==> src/rtl/ext_irq_pkg.sv <==
`timescale 1ns/1ps
package ext_irq_pkg;
  localparam int unsigned NUM_SRC = 2;
  localparam int unsigned CODE_W  = 16;
  localparam int unsigned SRC_TMR = 0;
  localparam int unsigned SRC_KEY = 1;

  typedef logic [NUM_SRC-1:0] src_vec_t;
  typedef logic [CODE_W-1:0]  irq_code_t;

  // code bit number, MSB-first
  function automatic int unsigned code_pos(int unsigned src);
    return (src == SRC_KEY) ? 9 : 8;
  endfunction

  function automatic int unsigned code_idx(int unsigned pos);
    return CODE_W - 1 - pos;
  endfunction
endpackage

==> src/rtl/ext_irq_pend.sv <==
`timescale 1ns/1ps
module ext_irq_pend (
  input  logic clk_i,
  input  logic rst_ni,
  input  logic set_i,
  input  logic clr_i,
  input  logic prst_i,
  output logic q_o
);
  logic q_q;

  // program reset beats set; set beats take-clear
  always_ff @(posedge clk_i or negedge rst_ni) begin
    if (!rst_ni)     q_q <= 1'b0;
    else if (prst_i) q_q <= 1'b0;
    else if (set_i)  q_q <= 1'b1;
    else if (clr_i)  q_q <= 1'b0;
  end

  assign q_o = q_q;
endmodule

==> src/rtl/ext_irq_timer.sv <==
`timescale 1ns/1ps
module ext_irq_timer #(
  parameter int unsigned W    = 32,
  parameter int unsigned STEP = 1
) (
  input  logic         clk_i,
  input  logic         rst_ni,
  input  logic         load_i,
  input  logic [W-1:0] load_val_i,
  input  logic         tick_i,
  output logic [W-1:0] val_o,
  output logic         fire_o
);
  localparam int unsigned SIGN = W - 1;

  logic [W-1:0] val_q;
  logic [W-1:0] dec;

  assign dec = val_q - W'(STEP);

  always_ff @(posedge clk_i or negedge rst_ni) begin
    if (!rst_ni)     val_q <= '0;
    else if (load_i) val_q <= load_val_i;
    else if (tick_i) val_q <= dec;
  end

  // sign goes 0 -> 1 on a real decrement only
  assign fire_o = tick_i & ~load_i & ~val_q[SIGN] & dec[SIGN];
  assign val_o  = val_q;
endmodule

==> src/rtl/ext_irq_mask.sv <==
`timescale 1ns/1ps
module ext_irq_mask #(
  parameter int unsigned CR_W     = 32,
  parameter int unsigned KEY_BIT  = 25,
  parameter int unsigned TMR_BIT  = 24
) (
  input  logic                    clk_i,
  input  logic                    rst_ni,
  input  logic                    wr_i,
  input  logic [CR_W-1:0]         cr_i,
  output ext_irq_pkg::src_vec_t   mask_o
);
  import ext_irq_pkg::*;

  src_vec_t mask_q;

  always_ff @(posedge clk_i or negedge rst_ni) begin
    if (!rst_ni) begin
      mask_q <= '1;
    end else if (wr_i) begin
      mask_q[SRC_KEY] <= cr_i[KEY_BIT];
      mask_q[SRC_TMR] <= cr_i[TMR_BIT];
    end
  end

  assign mask_o = mask_q;
endmodule

==> src/rtl/ext_irq_latch.sv <==
`timescale 1ns/1ps
module ext_irq_latch #(
  parameter int unsigned TMR_W         = 32,
  parameter int unsigned TMR_STEP      = 1,
  parameter int unsigned CR_W          = 32,
  parameter int unsigned KEY_MASK_BIT  = 25,
  parameter int unsigned TMR_MASK_BIT  = 24,
  parameter bit          KEY_LOAD_DROP = 1'b1
) (
  input  logic             clk_i,
  input  logic             rst_ni,
  input  logic             key_press_i,
  input  logic             load_state_i,
  input  logic             tmr_load_i,
  input  logic [TMR_W-1:0] tmr_load_val_i,
  input  logic             tmr_tick_i,
  input  logic             cr0_wr_i,
  input  logic [CR_W-1:0]  cr0_i,
  input  logic             ext_mask_i,
  input  logic             irq_take_i,
  input  logic             prog_reset_i,
  output logic             irq_req_o,
  output logic [15:0]      irq_code_o,
  output logic [TMR_W-1:0] tmr_val_o
);
  import ext_irq_pkg::*;

  src_vec_t  set_vec;
  src_vec_t  clr_vec;
  src_vec_t  pend_q;
  src_vec_t  mask;
  src_vec_t  shown;
  irq_code_t code;
  logic      key_set;
  logic      tmr_fire;

  generate
    if (KEY_LOAD_DROP) begin : g_drop
      assign key_set = key_press_i & ~load_state_i;
    end else begin : g_keep
      assign key_set = key_press_i;
    end
  endgenerate

  ext_irq_timer #(.W(TMR_W), .STEP(TMR_STEP)) u_timer (
    .clk_i      (clk_i),
    .rst_ni     (rst_ni),
    .load_i     (tmr_load_i),
    .load_val_i (tmr_load_val_i),
    .tick_i     (tmr_tick_i),
    .val_o      (tmr_val_o),
    .fire_o     (tmr_fire)
  );

  ext_irq_mask #(.CR_W(CR_W), .KEY_BIT(KEY_MASK_BIT), .TMR_BIT(TMR_MASK_BIT)) u_mask (
    .clk_i  (clk_i),
    .rst_ni (rst_ni),
    .wr_i   (cr0_wr_i),
    .cr_i   (cr0_i),
    .mask_o (mask)
  );

  always_comb begin
    set_vec          = '0;
    set_vec[SRC_KEY] = key_set;
    set_vec[SRC_TMR] = tmr_fire;
  end

  assign shown   = pend_q & mask;
  assign clr_vec = shown & {NUM_SRC{irq_take_i}};

  for (genvar s = 0; s < NUM_SRC; s++) begin : g_src
    ext_irq_pend u_pend (
      .clk_i  (clk_i),
      .rst_ni (rst_ni),
      .set_i  (set_vec[s]),
      .clr_i  (clr_vec[s]),
      .prst_i (prog_reset_i),
      .q_o    (pend_q[s])
    );
  end

  always_comb begin
    code = '0;
    for (int unsigned s = 0; s < NUM_SRC; s++) begin
      code[code_idx(code_pos(s))] = shown[s];
    end
  end

  assign irq_code_o = code;
  assign irq_req_o  = ext_mask_i & (|shown);
endmodule

==> config.mk <==
export PLATFORM = sky130hd
export DESIGN_NAME = ext_irq_latch
export DESIGN_NICKNAME = d
export VERILOG_FILES = /design/src/rtl/ext_irq_pkg.sv /design/src/rtl/ext_irq_pend.sv /design/src/rtl/ext_irq_timer.sv /design/src/rtl/ext_irq_mask.sv /design/src/rtl/ext_irq_latch.sv
export SDC_FILE = /design/constraint.sdc
export NUM_CORES = 1
export LEC_CHECK = 0
export BUFFER_PORTS_ARGS = -buffer_cell sky130_fd_sc_hd__buf_2
export CAP_MARGIN = 20
export CORE_AREA = 2 2 64 82
export DETAILED_ROUTE_END_ITERATION = 10
export DIE_AREA = 0 0 66 84
export PLACE_DENSITY = 0.87
export SLEW_MARGIN = 20
export SYNTH_ARGS = -nofsm -noshare
export SYNTH_HDL_FRONTEND = slang
export SYNTH_HIERARCHICAL = 1
export SYNTH_SLANG_ARGS = --single-unit
==> constraint.sdc <==
create_clock -name clk_i -period 6.8 [get_ports clk_i]
set_input_delay 0.34 -clock clk_i [delete_from_list [all_inputs] [get_ports clk_i]]
set_output_delay 0.34 -clock clk_i [all_outputs]
set_load 0.01 [all_outputs]
# After elaboration in Yosys (flattened, before gate mapping)
# Cells that the tools add are included.
[classes]
n_reduce_logical = 4
n_mux = 8
bitwise_logic = 10
add_sub_neg = 1
[ops]
columns = ["op", "count"]
rows = [
  ["32-bit 2-to-1 mux", 2],
  ["32-bit by 1-bit subtractor with 32-bit output, second input constant", 1],
  ["1-bit 2-to-1 mux", 6],
  ["3-bit nonzero test", 2],
  ["1-bit bitwise AND", 5],
  ["2-bit bitwise AND", 2],
  ["1-bit NOT", 3],
  ["2-bit nonzero test", 1],
  ["2-bit OR reduction", 1],
]
[word_totals]
reg_bits = 36
word_cells = 27
out_inout_bits = 49
input_bits = 74

# Depth between registers and ports, before layout
# Gate-level depths: netlist of run 1.
[depth]
word_depth = 6
depth_mapped = 7
ltp_nobuf = 6

# Modules after synthesis
# Netlist of run 1, hierarchy kept.
[by_module_without_submodules]
columns = ["mod", "cells_per_inst", "instances", "seq_area_each_um2", "area_per_inst_um2"]
rows = [
  ["ext_irq_timer", 225, 1, 800.8, 1955.6],
  ["ext_irq_latch", 21, 1, 0.0, 153.9],
  ["ext_irq_pend", 4, 2, 25.0, 43.8],
  ["ext_irq_mask", 4, 1, 52.6, 75.1],
]

# Worst setup path before layout of run 1
# Ideal clock, no wire load.
[synth_timing]
path_type = "register to register"
start = "reg u_timer.val_q[24] (netlist: u_timer/val_o[24])"
end = "reg g_src[0].u_pend.q_q"
t_arrival_ns = 2.113
n_path_buf = 1
synth_period_minus_slack_ns = 2.186
required_time_ns = 6.727
path_stages_with_launch = 8
path_slack_ns = 4.614
setup_ns = 0.073
path_cell_list = "dfrtp_1 > or4_1 > buf_2 > or3_1 > or4_1 > nor3_1 > inv_1 > a21oi_2"
[synth_between]
elab_chain_len = 4
elab_cells_between_ends = 5
cone_classes = "add/sub: 1; mux: 2; bitwise: 1; reduce/logical: 1"
[synth_lines]
columns = ["element", "line_no", "source"]
rows = [
  ["start: declaration", "ext_irq_timer.sv:16", "logic [W-1:0] val_q;"],
  ["start signal: assignment", "ext_irq_timer.sv:23", "else if (load_i) val_q <= load_val_i;"],
  ["32-bit by 1-bit subtractor with 32-bit output *", "ext_irq_timer.sv:19", "assign dec = val_q - W'(STEP);"],
  ["1-bit bitwise AND *", "ext_irq_timer.sv:28", "assign fire_o = tick_i & ~load_i & ~val_q[SIGN] & dec[SIGN];"],
  ["net tmr_fire", "ext_irq_latch.sv:35", "logic tmr_fire;"],
  ["1-bit 2-to-1 mux", "ext_irq_pend.sv:16", "else if (set_i) q_q <= 1'b1;"],
  ["1-bit 2-to-1 mux", "ext_irq_pend.sv:15", "else if (prst_i) q_q <= 1'b0;"],
  ["end signal: assignment", "ext_irq_pend.sv:15", ""],
  ["end signal: assignment", "ext_irq_pend.sv:16", ""],
  ["end signal: assignment", "ext_irq_pend.sv:17", "else if (clr_i) q_q <= 1'b0;"],
  ["end: declaration", "ext_irq_pend.sv:10", "logic q_q;"],
]
# Mark *: on every way through the listed nets, which the timed path passes. The rest lies on a longest branch.
# A chain may end at the register's enable or synchronous reset.

# Worst setup path in the final report of run 1
[layout_timing]
start = "reg u_timer.val_q[3] (netlist: u_timer/val_o[3])"
end = "reg u_timer.val_q[24] (netlist: u_timer/val_o[24])"
[layout_between]
elab_chain_len = 3
[layout_lines]
columns = ["element", "line_no", "source"]
rows = [
  ["32-bit by 1-bit subtractor with 32-bit output", "ext_irq_timer.sv:19", ""],
  ["32-bit 2-to-1 mux", "ext_irq_timer.sv:24", "else if (tick_i) val_q <= dec;"],
  ["32-bit 2-to-1 mux", "ext_irq_timer.sv:23", ""],
]
# No other way between the ends. The select of a mux whose other input is x is not followed.

==> results of run 1 <==
[placed cells by master (no fill, tap or decap), types with 2 or more instances in the layout]
cell,instances
nor2b_1,6
and3_1,3
or2_2,3
dfstp_2,2
a21oi_2,2
nand4_1,5
o21ai_0,18
a22oi_1,2
or3_1,4
nand3_1,12
a21boi_0,2
or4_1,19
conb_1,14
clkbuf_1,2
a21oi_1,3
a31oi_1,11
xor2_1,5
nand2b_1,5
dfrtp_1,34
inv_1,4
o21a_1,2
clkbuf_8,5
o211ai_1,2
o31ai_1,13
nor3_1,7
nor2_1,19
mux2_2,3
nand2_1,17
xnor2_1,6
and2_4,2
buf_2,78
nor4_1,4
nand4b_1,2
[cell families after synthesis]
| logic type | Yosys count |
|---|---|
| AND/OR/NAND/NOR | 117 |
| multiplexers | 3 |
| XOR/XNOR | 11 |
| buffers and inverters | 31 |
| adder cells (fa/ha/maj) | 1 |
| other | 1 |
| flip-flops | 36 |
| AO/OA/AOI/OAI | 58 |
[report_power, final]
group | total, mW | internal (mW) | switching (mW)
Combinational | 0.118 | 0.0526 | 0.0657
Sequential | 0.264 | 0.237 | 0.0276
Clock | 0.148 | 0.0719 | 0.0760
[through the flow]
stage	setup WS (ns)	cell area (um2)
CTS	4.18	2720
global placement	4.14	2640
floorplan	4.61	2320
detailed placement	4.19	2640
finish	4.13	2720
global route	3.95	2720
[sequential cells by signal (all words and copies together), names as in the netlist]
name              flops
g_src.u_pend/q_o      2
u_mask/mask_o         2
u_timer/val_o        32
[final cells by class]
class | instances | area [um2] | share of cell area, %
clock buffer | 7 | 76.3 | 2.81
tap | 62 | 77.6 | 2.85
timing repair buffer | 78 | 390 | 14.4
inverter | 5 | 18.8 | 0.690
clock inverter | 1 | 5.00 | 0.184
sequential | 36 | 903 | 33.2
multi-input combinational | 204 | 1250 | 45.9
[worst max-delay path, cell delays in order (launching register included)]
cell	delay, ns
dfrtp_1	0.43
nor3_1	0.61
nand3_1	0.60
or4_2	0.77
a31oi_1	0.18
[final timing paths]
kind | to | slack (ns) | cells past startpoint
hold / removal | u_timer/val_o[17]$_DFFE_PN0P_ | 0.14 | 1
min in group clk_i | g_src[0].u_pend/q_o$_DFFE_PN0P_ | 0.23 | 2
setup / recovery | u_timer/val_o[24]$_DFFE_PN0P_ | 4.13 | 4
hold reg to reg | g_src[1].u_pend/q_o$_DFFE_PN0P_ | 0.57 | 2
max in group asynchronous | u_timer/val_o[0]$_DFFE_PN0P_ | 6.15 | 1
setup reg to reg | u_timer/val_o[24]$_DFFE_PN0P_ | 4.13 | 4
[layer usage]
metal  track usage (%)  vias to the layer above  routed length, um
met5                 0                        -                  0
li1                  -                     1080                  -
met3              4.32                        8                355
met2              36.0                       84               2770
met1              25.3                     1046               2270
met4              7.24                        0                 74
==> key figures, run 1 <==
Cells and area
  – Final Core Density: 55.9%
  – Final Non-Filler Cells: 393
  – Antenna cell count: 0
  – NumNets Final: ~410
  – Share of cells above drive strength 1: 30.8%
  – Area delta synth->final: 19.7%
  – Fill count: 480

Logic synthesis
  – Seq cells post-synth: 36
  – Largest cells by area after synthesis: dfrtp_1 37%, or4_1 6.3%, buf_4 4.6%, o31ai_1 4.3%, o21ai_0 4.0%
  – Synth Area in Adders: 0.551%
  – XOR/XNOR Fraction of Synth Area: 4.24%
  – Seq/Total Area, Yosys: 39.8%
  – Largest family of logic cells by synthesized area: simple AND/OR/NAND/NOR gates
  – Cell Area, Synth: 2270 um2
  – Post-synthesis async set-or-reset flop share: 100%
  – Compound-Gate Fraction of Synth Area: 16.6%
  – Most area-hungry cell type in the Yosys netlist: dfrtp_1
  – Syn_area_per_cell: slightly below 9 um2
  – Top cells by count, synth: 34 x dfrtp_1, 19 x nor2_1, 19 x or4_1
  – Mux share of post-synthesis cell area: ~1.5%
  – Top-count cell post-synth: dfrtp_1
  – Netlist cell types: 48
  – Synth top area share: 37.4%
  – Number of synthesized flops with an enable pin: 0
  – Ys flop type: dfrtp_1
  – Synth Area in Simple Gates: 29.7%
  – YS warnings: 6
  – Syn Inst Count: 258

Pwr
  – Cell leakage power: around 1.1 nW
  – Tot Pwr: 0.530 mW
  – P per Cell Area: between 150 and 200 nW/um2
  – VDD IR max: 104 uV

Clocking
  – Worst-skew pair later-pin latency: 0.29 ns
  – H-tree Lvls: 2
  – Post-CTS setup buffers: 0
  – Max clock buf depth: 2
  – Post_cts resized: 0
  – # hold bufs at CTS: 0
  – Total clock sinks: 36
  – Total CTS buffers: 5
  – Root Buffer: clkbuf_8
  – Clock slew at reported path FFs: 0.07 ns
  – TritonCTS clock tree: built

Die
  – Die width: 66 um
  – Starting Density: approximately 47%
  – Core Area: just under 5000 um2
  – Die Ht: 84 um
  – Die area: 5540 um2
  – Row Count: 29
  – Io pins: 123

Setup path
  – Critical path required time: roughly 7 ns
  – Setup Crit Path Kind: register to register
  – Crit-path max FO: 15
  – CP Capture Type: register
  – Reg2reg start: u_timer/val_o[3]$_DFFE_PN0P_
  – CP startpoint kind: register
  – Crit path from: u_timer/val_o[3]$_DFFE_PN0P_
  – Arr. time, crit path: 2.87 ns

Place
  – Final HPWL DP: ~4.0 mm
  – I/O Buffers: 78
  – # placed instances: slightly below 400
  – Gpl congestion: 0.801

STA
  – Hold violation total from the final report: 0
  – # setup viols final: 0
  – Final Max Tran Viols: 0
  – Hold WS: 0.138 ns
  – RSZ-0062 raised after global routing: false
  – Final min period: 2.67 ns
  – Worst-margin pin slew: 0.804 ns
  – Max Freq: 375 MHz
  – Period Utilization, post-route: 39.2%
  – Clock Skews: 0.00888 ns
  – Max-slew headroom: 45.9%
  – Setup Total Neg Slack: 0 ns

Global route
  – Vias in the first global route: just over 2000
  – Grt total ovfl: 0
  – Tot GR Track Use: a little over a fifth
  – Initial antenna violation count: 0
  – Pin count of the biggest net entering global routing: slightly below 50
  – First-pass GRT wire length: just over 9 mm

Route
  – DRT Pass-1 Iters: 4
  – Post-Route WL: 5.47 mm
  – Initial DRC count: 157
  – DRC Markers: 0
  – WL per Instance: 13.9 um
  – Vias per Instance: 5.64
  – Vias: 2218
  – Remaining antenna violation count after routing: 0

Status
  – Status: finished, final reports clean

Worst hold path
  – Worst hold path class: input port to async pin

Flow run
  – Max Cap Violations: 0
No activity file was read; power rests on OpenSTA's default activity.
==> inputs of run 2 (changes only) <==
--- a/config.mk
+++ b/config.mk
@@ -5,12 +5,13 @@
 export SDC_FILE = /design/constraint.sdc
 export NUM_CORES = 1
 export LEC_CHECK = 0
+export ABC_AREA = 1
 export BUFFER_PORTS_ARGS = -buffer_cell sky130_fd_sc_hd__buf_2
 export CAP_MARGIN = 20
-export CORE_AREA = 2 2 64 82
+export CORE_AREA = 2 2 70 89
 export DETAILED_ROUTE_END_ITERATION = 10
-export DIE_AREA = 0 0 66 84
-export PLACE_DENSITY = 0.87
+export DIE_AREA = 0 0 72 91
+export PLACE_DENSITY = 0.82
 export SLEW_MARGIN = 20
 export SYNTH_ARGS = -nofsm -noshare
 export SYNTH_HDL_FRONTEND = slang
==> constraint.sdc (replaced) <==
create_clock -name clk_i -period 2.6 [get_ports clk_i]
set_input_delay 0.13 -clock clk_i [delete_from_list [all_inputs] [get_ports clk_i]]
set_output_delay 0.13 -clock clk_i [all_outputs]
set_load 0.01 [all_outputs]
==> key figures, run 2 <==
Logic synthesis
  – Netlist cell types: 34
  – Largest family of logic cells by synthesized area: simple AND/OR/NAND/NOR gates
  – XOR/XNOR Fraction of Synth Area: under 10%
  – Compound-Gate Fraction of Synth Area: ~10%
  – Top cells by count, synth: 142 x nand2_1, 61 x nor2_1, 34 x dfrtp_1
  – Ys flop type: dfrtp_1
  – Synth top area share: 32.8%
  – Mux share of post-synthesis cell area: 0%
  – Most area-hungry cell type in the Yosys netlist: dfrtp_1
  – Synth Area in Adders: 0.482%
  – Seq/Total Area, Yosys: 34.8%
  – YS warnings: 6
  – Largest cells by area after synthesis: dfrtp_1 33%, nand2_1 21%, nor2_1 8.8%, inv_1 4.6%, nand3_1 4.2%
  – Number of synthesized flops with an enable pin: 0
  – Post-synthesis async set-or-reset flop share: between 90% and 100%
  – Top-count cell post-synth: nand2_1
  – Seq cells post-synth: 36
  – Syn_area_per_cell: roughly 6.5 um2
  – Syn Inst Count: 396
  – Cell Area, Synth: 2590 um2
  – Synth Area in Simple Gates: 40.8%

Clocking
  – Clock slew at reported path FFs: 0.08 ns
  – Post-CTS setup buffers: 0
  – Worst-skew pair later-pin latency: 0.29 ns
  – Root Buffer: clkbuf_8
  – Total CTS buffers: 5
  – TritonCTS clock tree: built
  – H-tree Lvls: 2
  – Max clock buf depth: 2
  – Total clock sinks: 36

Place
  – I/O Buffers: 78
  – Final HPWL DP: ~5.2 mm
  – Post-place setup slack: 0.792 ns
  – Gpl congestion: 0.859

Global route
  – Initial antenna violation count: 0
  – Tot GR Track Use: 21.9%
  – Vias in the first global route: 2638
  – Pin count of the biggest net entering global routing: 37
  – First-pass GRT wire length: 11.5 mm
  – Grt total ovfl: 0

Setup path
  – Crit-path max FO: 5
  – CP startpoint kind: register
  – Critical path required time: 2.83 ns
  – Arr. time, crit path: roughly 1.9 ns
  – Setup Crit Path Kind: register to register
  – CP Capture Type: register

Pwr
  – Cell leakage power: 1.62 nW
  – VDD IR max: between 300 and 400 uV
  – Tot Pwr: 1.60 mW
  – P per Cell Area: 515 nW/um2

Route
  – Met2 WL: approximately 3.4 mm
  – Wire length on met1: roughly 2.6 mm
  – DRC Markers: 0
  – Post-Route WL: between 6 and 7 mm
  – Initial DRC count: about 110
  – WL per Instance: 12.3 um
  – Vias: 2750
  – Vias per Instance: 5.08
  – Remaining antenna violation count after routing: 0
  – Wire length on met3: 343 um
  – DRT Pass-1 Iters: 4
  – Top layer used by detailed routing: met4

Cells and area
  – Max reg flops: 32
  – Most frequent cells in the layout: 142 x nand2_1, 78 x buf_2, 60 x nor2_1
  – Commonest non-fill, non-tap cell in the layout: nand2_1
  – Fill count: 576
  – Antenna cell count: 0
  – Area delta synth->final: 20.0%
  – Share of cells above drive strength 1: between 20% and 30%
  – NumNets Final: 549

STA
  – Final Max Tran Viols: 0
  – Hold violation total from the final report: 0
  – Final min period: 1.71 ns
  – Max-slew headroom: between 40% and 50%
  – Period Utilization, post-route: roughly 66%
  – # setup viols final: 0
  – Max Freq: between 500 and 600 MHz
  – Setup Total Neg Slack: 0 ns
  – Clock Skews: 0.00619 ns
  – Worst-margin pin slew: between 0.8 and 0.9 ns
  – Setup slack after layout: 0.889 ns
  – RSZ-0062 raised after global routing: false

Die
  – Row Count: 31
  – Core Area: 5700 um2
  – Io pins: about 120
  – Die width: just over 70 um
  – Starting Density: 45.5%
  – Die area: roughly 6600 um2
  – Die Ht: 91 um

Worst hold path
  – Worst hold path class: input port to register

Status
  – Status: finished, final reports clean

Flow run
  – Max Cap Violations: 0
[run 2: cell count changes after synthesis, moves of 12 or more]
cell / previous run / this run
nand2_1: 17 / 142
nor2_1: 19 / 61
inv_1: 4 / 32
or4_1: 19 / 0
o21ai_0: 18 / 4
o31ai_1: 13 / 0
a22oi_1: 2 / 14
[run 2: worst max-delay path, stage by stage (launching register included)]
cell	delay [ns]
dfrtp_1	0.43
nor2_1	0.21
nand2_1	0.11
nor2_1	0.21
nand2_2	0.11
nor4_1	0.33
inv_1	0.10
a21oi_2	0.14
[run 2: routing by layer]
metal	GRT usage [%]	vias up
met1	24.4	1259
li1	-	1374
met3	4.00	26
met4	11.5	0
met2	38.7	91
met5	0	-
[run 2: path summary, 6_finish.rpt]
check | from | endpoint | slack, ns | depth (start not counted)
min in group asynchronous | rst_ni | g_src[0].u_pend/q_o$_DFFE_PN0P_ | 0.46 | 2
setup reg to reg | u_timer/val_o[10]$_DFFE_PN0P_ | g_src[0].u_pend/q_o$_DFFE_PN0P_ | 0.89 | 7
max in group asynchronous | rst_ni | u_timer/val_o[19]$_DFFE_PN0P_ | 1.63 | 2
hold reg to reg | u_mask/mask_o[0]$_DFFE_PN1P_ | u_mask/mask_o[0]$_DFFE_PN1P_ | 0.46 | 2
setup / recovery | u_timer/val_o[10]$_DFFE_PN0P_ | g_src[0].u_pend/q_o$_DFFE_PN0P_ | 0.89 | 7
hold / removal | cr0_i[25] | u_mask/mask_o[1]$_DFFE_PN1P_ | 0.03 | 3
[run 2: area by class of cell]
class | count | area (um2) | area share (%)
Sequential cell | 36 | 903 | 29.0
Clock buffer | 5 | 68.8 | 2.21
Inverter | 38 | 143 | 4.58
Clock inverter | 3 | 42.5 | 1.37
Timing Repair Buffer | 81 | 418 | 13.4
Tap cell | 66 | 82.6 | 2.65
Multi-Input combinational cell | 312 | 1450 | 46.7
[run 2: report_power, final]
part / switching, mW / total [mW] / internal, mW
Combinational: 0.245 / 0.402 / 0.158
Clock: 0.213 / 0.497 / 0.284
Sequential: 0.0842 / 0.703 / 0.618
Total: 0.542 / 1.60 / 1.06
[run 2: repair_timing]
item	CTS	global route
gates resized for setup	0	0
hold endpoints to repair	34	2
setup endpoints to repair	0	0
hold buffers	1	1
[run 2: logic make-up (layout without fill, tap and decap cells)]
kind of cell / count (synthesis) / after routing
and+or+nand+nor: 250 / 250
buffers and inverters: 61 / 127
AOI/OAI and AO/OA: 39 / 39
DFF: 36 / 36
xor gates and xnor gates: 8 / 8
adders and majority gates: 1 / 1
other: 1 / 14
[run 2: metrics by stage]
step | cell area (um2) | hold WS [ns] | cells | utilization, %
3_5_place_dp | 2980 | 0.274 | 531 | 52.3
6_report | 3110 | 0.0334 | 541 | 54.6
4_1_cts | 3100 | 0.000892 | 540 | 54.4
5_1_grt | 3110 | 0.0359 | 541 | 54.6
3_3_place_gp | 2980 | 0.263 | 531 | 52.3
2_1_floorplan | 2640 | -0.166 | 409 | -
